File: src/rtl/desc_dma_chan.sv
module desc_dma_chan #(
  parameter int AW = 32
) (
  input  logic          clk,
  input  logic          rst_n,
  input  logic          run_i,
  input  logic          pause_i,
  input  logic          wake_i,
  input  logic [AW-1:0] cmd_ptr_i,
  input  logic [7:0]    chan_stat_i,
  input  logic [15:0]   int_sel_i,
  input  logic [15:0]   br_sel_i,
  input  logic [15:0]   wait_sel_i,
  output logic          mem_req_o,
  output logic          mem_we_o,
  output logic [AW-1:0] mem_addr_o,
  output logic [3:0]    mem_be_o,
  output logic [31:0]   mem_wdata_o,
  input  logic          mem_gnt_i,
  input  logic          mem_err_i,
  input  logic [31:0]   mem_rdata_i,
  output logic          dev_out_valid_o,
  output logic [7:0]    dev_out_data_o,
  output logic          dev_out_last_o,
  input  logic          dev_out_ready_i,
  input  logic          dev_in_valid_i,
  input  logic [7:0]    dev_in_data_i,
  input  logic          dev_in_last_i,
  output logic          dev_in_ready_o,
  output logic          irq_o,
  output logic          active_o,
  output logic          dead_o
);
  localparam int STRIDE = 16;

  typedef enum logic [3:0] {
    S_IDLE, S_FETCH, S_RD, S_OUT, S_IN, S_WR, S_QUAD, S_LQWB, S_WB, S_WAIT, S_STOP, S_DEAD
  } state_t;

  state_t        st, dec_st;
  logic [AW-1:0] ptr, addr;
  logic [31:0]   dep;
  logic [15:0]   cnt, xfer;
  logic [3:0]    op;
  logic [2:0]    key;
  logic [1:0]    ic, bc, wc, fidx;
  logic [7:0]    byte_r;
  logic          last_r, irq_r, req_st;

  wire [AW-1:0] cur     = addr + AW'(xfer);
  wire [15:0]   xfer_nx = xfer + 16'd1;
  wire [15:0]   resid   = cnt - xfer;
  wire          gnt     = mem_req_o && mem_gnt_i;

  function automatic logic cond_hit(input logic [1:0] c, input logic [15:0] sel, input logic [7:0] s);
    logic hit;
    hit = ((s & sel[15:8]) == sel[7:0]);
    case (c)
      2'd0:    return 1'b0;
      2'd1:    return hit;
      2'd2:    return !hit;
      default: return 1'b1;
    endcase
  endfunction

  always_comb begin
    if (key == 3'd4 || op[3]) dec_st = S_DEAD;
    else case (op[2:0])
      3'd0, 3'd1, 3'd2, 3'd3: dec_st = (cnt == 16'd0) ? S_WB : (op[1] ? S_IN : S_RD);
      3'd4, 3'd5:             dec_st = S_QUAD;
      3'd6:                   dec_st = S_WB;
      default:                dec_st = S_STOP;
    endcase
  end

  always_comb begin
    req_st      = 1'b1;
    mem_we_o    = 1'b0;
    mem_be_o    = 4'hF;
    mem_wdata_o = '0;
    mem_addr_o  = '0;
    case (st)
      S_FETCH: mem_addr_o = ptr + AW'({fidx, 2'b00});
      S_RD:    mem_addr_o = {cur[AW-1:2], 2'b00};
      S_WR: begin
        mem_addr_o  = {cur[AW-1:2], 2'b00};
        mem_we_o    = 1'b1;
        mem_be_o    = 4'b0001 << cur[1:0];
        mem_wdata_o = {4{byte_r}};
      end
      S_QUAD: begin
        mem_addr_o  = {addr[AW-1:2], 2'b00};
        mem_we_o    = (op[2:0] == 3'd4);
        mem_wdata_o = dep;
      end
      S_LQWB: begin
        mem_addr_o  = ptr + AW'(8);
        mem_we_o    = 1'b1;
        mem_wdata_o = dep;
      end
      S_WB: begin
        mem_addr_o  = ptr + AW'(12);
        mem_we_o    = 1'b1;
        mem_wdata_o = {8'h80, chan_stat_i, resid};
      end
      default: req_st = 1'b0;
    endcase
  end

  assign mem_req_o       = req_st && !pause_i;
  assign dev_out_valid_o = (st == S_OUT);
  assign dev_out_data_o  = byte_r;
  assign dev_out_last_o  = (st == S_OUT) && (op[2:0] == 3'd1) && (xfer_nx == cnt);
  assign dev_in_ready_o  = (st == S_IN);
  assign irq_o           = irq_r;
  assign dead_o          = (st == S_DEAD);
  assign active_o        = !(st inside {S_IDLE, S_STOP, S_DEAD});

  always_ff @(posedge clk or negedge rst_n) begin
    if (!rst_n) begin
      st <= S_IDLE; ptr <= '0; addr <= '0; dep <= '0; cnt <= '0; xfer <= '0;
      op <= '0; key <= '0; ic <= '0; bc <= '0; wc <= '0; fidx <= '0;
      byte_r <= '0; last_r <= 1'b0; irq_r <= 1'b0;
    end else begin
      irq_r <= 1'b0;
      if (!run_i) st <= S_IDLE;
      else if (gnt && mem_err_i) st <= S_DEAD;
      else case (st)
        S_IDLE: begin ptr <= cmd_ptr_i; fidx <= '0; st <= S_FETCH; end
        S_FETCH: if (gnt) begin
          fidx <= fidx + 2'd1;
          case (fidx)
            2'd0: begin
              cnt <= mem_rdata_i[15:0];
              op  <= mem_rdata_i[31:28];
              key <= mem_rdata_i[26:24];
              ic  <= mem_rdata_i[21:20];
              bc  <= mem_rdata_i[19:18];
              wc  <= mem_rdata_i[17:16];
            end
            2'd1:    addr <= AW'(mem_rdata_i);
            default: begin dep <= mem_rdata_i; xfer <= '0; st <= dec_st; end
          endcase
        end
        S_RD: if (gnt) begin byte_r <= mem_rdata_i[{cur[1:0], 3'b000} +: 8]; st <= S_OUT; end
        S_OUT: if (dev_out_ready_i) begin
          xfer <= xfer_nx;
          st   <= (xfer_nx == cnt) ? S_WB : S_RD;
        end
        S_IN: if (dev_in_valid_i) begin
          byte_r <= dev_in_data_i;
          last_r <= dev_in_last_i && (op[2:0] == 3'd3);
          st     <= S_WR;
        end
        S_WR: if (gnt) begin
          xfer <= xfer_nx;
          st   <= (xfer_nx == cnt || last_r) ? S_WB : S_IN;
        end
        S_QUAD: if (gnt) begin
          if (!mem_we_o) begin dep <= mem_rdata_i; st <= S_LQWB; end
          else st <= S_WB;
        end
        S_LQWB: if (gnt) st <= S_WB;
        S_WB: if (gnt) begin
          irq_r <= cond_hit(ic, int_sel_i, chan_stat_i);
          ptr   <= cond_hit(bc, br_sel_i, chan_stat_i) ? AW'(dep) : ptr + AW'(STRIDE);
          st    <= S_WAIT;
        end
        S_WAIT: if (!cond_hit(wc, wait_sel_i, chan_stat_i)) begin fidx <= '0; st <= S_FETCH; end
        S_STOP: if (wake_i) begin fidx <= '0; st <= S_FETCH; end
        default: ;
      endcase
    end
  end

  AST_IRQ_PULSE: assert property (@(posedge clk) disable iff (!rst_n)
    irq_o |=> !irq_o);
  AST_XFER_BOUND: assert property (@(posedge clk) disable iff (!rst_n)
    (st inside {S_RD, S_OUT, S_IN, S_WR}) |-> (xfer < cnt));
  AST_REQ_HOLD: assert property (@(posedge clk) disable iff (!rst_n)
    (mem_req_o && !mem_gnt_i && run_i) |=> $stable(mem_addr_o));
  AST_DEAD_HOLD: assert property (@(posedge clk) disable iff (!rst_n)
    (dead_o && run_i) |=> (dead_o && !mem_req_o));
  AST_STOP_QUIET: assert property (@(posedge clk) disable iff (!rst_n)
    (st == S_STOP && !wake_i && run_i) |=> (!mem_req_o && !active_o));
  AST_OUT_HOLD: assert property (@(posedge clk) disable iff (!rst_n)
    (dev_out_valid_o && !dev_out_ready_i && run_i) |=> (dev_out_valid_o && $stable(dev_out_data_o)));
endmodule

File: config.mk
export PLATFORM = sky130hd
export DESIGN_NAME = desc_dma_chan
export DESIGN_NICKNAME = d
export VERILOG_FILES = /design/src/rtl/desc_dma_chan.sv
export SDC_FILE = /design/constraint.sdc
export NUM_CORES = 1
export LEC_CHECK = 0
export ABC_AREA = 0
export BUFFER_PORTS_ARGS = -buffer_cell sky130_fd_sc_hd__buf_4
export CORE_ASPECT_RATIO = 1.4
export CORE_UTILIZATION = 52
export DETAILED_ROUTE_END_ITERATION = 8
export PLACE_DENSITY = 0.75
export SYNTH_ARGS = -nofsm -noshare
export SYNTH_HDL_FRONTEND = slang
export SYNTH_SLANG_ARGS = --single-unit
File: constraint.sdc
create_clock -name clk -period 3.25 [get_ports clk]
set_input_delay 0.325 -clock clk [delete_from_list [all_inputs] [get_ports clk]]
set_output_delay 0.325 -clock clk [all_outputs]
set_load 0.005 [all_outputs]
==> results by group <==
Hold path
  – Worst hold stages: 3
  – Hold Path Origin: cmd_ptr_i[22]
  – Hold endpoint: ptr[22]
  – Min-Delay Path Class: in -> reg

Die
  – Die width: 133.2 um
  – Initial core utilization: 53.44%
  – Total core area: 23450 um2
  – Die Span Y: around 190 um
  – # rows: 66
  – IO Pins: about 220
  – Die ar.: 24740 um2

Route
  – Drt wl/cell: 25.22 um
  – Vias per cell: 6.569
  – Drt initial violations: approximately 1400
  – Total wire length: about 52 mm
  – DRC viols: 0
  – Detailed Routing Iterations Pass 1: 7
  – Vias: 13630
  – Antenna Nets Post-Route: 0

Layout
  – Area Overhead vs Synth: 35.81%
  – Final Core Density: a little over 70%
  – Final instance count without filler cells: 2075
  – Fill count: around 1800
  – Layout Nets: 1934
  – Layout cell share with drive strength beyond 1: roughly two fifths

STA
  – Setup violations, final: 26
  – RSZ-0062 raised after global routing: true
  – Final Max Tran Viols: 0
  – Worst-Margin Slew: 793.2 ps
  – Fin Hold WS: 152.2 ps
  – Fin worst setup slack: -161.8 ps
  – Clock Skews: 10.93 ps
  – Fmax achieved: 293.1 MHz
  – Final Hold Fails: 0
  – Worst-case headroom to the max-slew limit: a little under half
  – Setup TNS: -1858 ps
  – Final worst-path cycle share: 105.0%
  – Tmin final: around 3400 ps

Logic synthesis
  – Area share of fa/ha/maj cells after synthesis: roughly 4.3%
  – Post-Synth XOR/XNOR Area: 7.687%
  – Flops & latches, synth: 157
  – Area leader, netlist: dfrtp_1
  – Mux cell area share after synthesis: 11.78%
  – Most common cell in the netlist: dfrtp_1
  – Synthesis Warnings: 0
  – Mean post-synth cell area: 8.620 um2
  – Post-synth top cells: 157 x dfrtp_1, 135 x nand2_1, 125 x a21oi_1
  – Share of the synthesized area in the top cell type: 31.35%
  – Cells after Synth: 1454
  – Main flop type after synthesis: dfrtp_1
  – Sequential area share after synthesis: 31.35%
  – Ys async rst share: 100.0%
  – Mapped Area: 12530 um2
  – Distinct cells, synth: 83
  – Synth Area in Compound Gates: 22.95%
  – Post-synth EDFFs: 0
  – Synth Area in Simple Gates: between 15 and 20%
  – Top cells by area, synth: dfrtp_1 31%, mux2_2 8.7%, a21oi_1 5.0%
  – Largest family of logic cells by synthesized area: compound AO/OA/AOI/OAI gates
  – Syn_nets: around 1600

Status
  – Failing checks: setup timing
  – Status: complete, but fails checks

Placement
  – Routability congestion estimate: between 0.9 and 1
  – Placed insts: 1995
  – DP HPWL: 39.20 mm
  – IO Port Bufs: 221
  – Pre-CTS setup slack: -226.7 ps

Critical path
  – Cell Chain, Critical Path: ha_4 -> fa_2 -> a21oi_2 -> o22a_1 -> o211ai_1 -> nand3_1 -> a21boi_2 -> buf_4 -> o211ai_1 -> nor3_1 -> a211o_1 -> buf_6
  – Arrival @ worst endpoint: slightly above 3000 ps
  – Crit-path most repeated cell: o211ai_1
  – Worst Path Required: 2920 ps
  – Reg2reg start: xfer[0]
  – Kind of critical path: reg -> out
  – Crit path from: xfer[0]
  – Crit start category: flop
  – Critical Path Sink Type: output pin
  – R2r endpoint: st[1]
  – Largest stage delay on the critical path: 450 ps
  – R2R depth: 11
  – Crit path max-delay cell type: dfrtp_2
  – Max FO, Critical Path: 4
  – Reg2reg setup slack: 390 ps
  – Family with the most delay on the worst path: compound AO/OA/AOI/OAI gates
  – Buffers plus inverters on the worst setup path: 2

Clocking
  – Clk root buf: clkbuf_16
  – Clock Tree Buf Depth: 2
  – Clock latency on the worst-skew pair: 450 ps
  – Clock buffer count from CTS: 17
  – CTS H-tree depth: 4
  – CTS tree: built
  – Clk sink count: between 150 and 200
  – Clock Pin Slew Worst Setup and Hold Paths: 70 ps

GRT
  – Largest net degree at the start of global routing: between 70 and 80
  – Tot GR Track Use: 41.26%
  – Vias in the first global route: approximately 13000
  – Antenna violations before repair: 0
  – First-pass GRT wire length: 75.91 mm
  – Final global-route overflow total: 0

Power
  – Pwr/cell area: 775.5 nW/um2
  – Pleak: ~8 nW
  – Worst vdd ir: 649.1 uV

Job
  – Max_cap viols: 0
-- worst max path at each step --
stage,end,cells past startpoint
3_5_place_dp,mem_addr_o[11],10
3_3_place_gp,mem_addr_o[11],10
4_1_cts,mem_addr_o[26],12
6_report,mem_addr_o[26],12
5_1_grt,dev_out_last_o,10
2_1_floorplan,mem_addr_o[6],13
-- layout make-up --
type	count	area, um2	share of cell area (%)
Antenna cell	1	2.502	0.01470
Clock buffer	19	452.9	2.661
Clock inverter	13	153.9	0.9041
Inverter	38	147.6	0.8674
Multi-Input combinational cell	1168	8981	52.76
Sequential cell	157	3945	23.18
Tap cell	306	382.9	2.249
Timing Repair Buffer	373	2955	17.36
-- worst register-to-register path, cell delays in order, from the launching register on --
cell       delay, ps
dfrtp_2          450
buf_6            140
ha_2             200
buf_6            130
o21ai_2          140
o22ai_2          100
a2111oi_4        400
nand4_1          260
buf_4            210
o41a_1           390
o211ai_2         150
o211ai_1         140
-- kinds of logic (layout without fill, tap and decap cells) --
| group | Yosys count | in the layout |
|---|---|---|
| and+or+nand+nor | 447 | 448 |
| buffers and inverters | 130 | 443 |
| AOI/OAI and AO/OA | 444 | 444 |
| other | 0 | 1 |
| DFF | 157 | 157 |
| xor gates and xnor gates | 110 | 110 |
| adders and majority gates | 41 | 41 |
| muxes | 125 | 125 |
-- stage by stage --
stage,instance area [um2],total power [mW]
finish,17020,13.20
global route,17020,13.78
CTS,16340,12.36
detailed placement,15080,9.643
global placement,15080,9.551
floorplan,12540,7.042
-- sequential cells by signal, summed over array words and instances, names as in the netlist, 3 cells and up --
signal,cells
key,3
addr,32
xfer,16
op,4
dep,32
cnt,16
ptr,32
st,4
dev_out_data_o,8
-- repair_timing --
item / 4_1_cts / 5_1_grt
resized for setup: 126 / 114
gates cloned: 0 / 2
pin swaps: 54 / 58
hold endpoints to repair: 68 / 0
hold buffers: 1 / 0
setup buffers: 21 / 25
endpoints found under the setup margin: 41 / 36
-- routing by layer --
layer	up-vias	global-route usage (%)	wire [um]
li1	5964	-	-
met1	6666	50.40	19500
met2	817	68.75	25380
met3	183	6.481	4219
met4	0	24.77	3223
met5	-	0	0
-- layout by cell type, fill, tap and decap left out, types with 20 or more instances in the layout --
cell type	count
o21ai_1	25
o21ai_0	68
inv_1	32
a21o_1	29
mux2_2	96
dfrtp_1	144
nor2_1	113
nand3_1	27
buf_4	349
a211oi_1	21
ha_1	24
xnor2_1	59
a21oi_1	111
nor3_1	20
nand2_1	119
xor2_1	46
-- report_power, final --
group	internal, mW	switching, mW
clock network	1.19	0.925
logic	3.64	4.12
registers	2.50	0.836
total	7.32	5.88
Power figures use the tool's default switching activity.
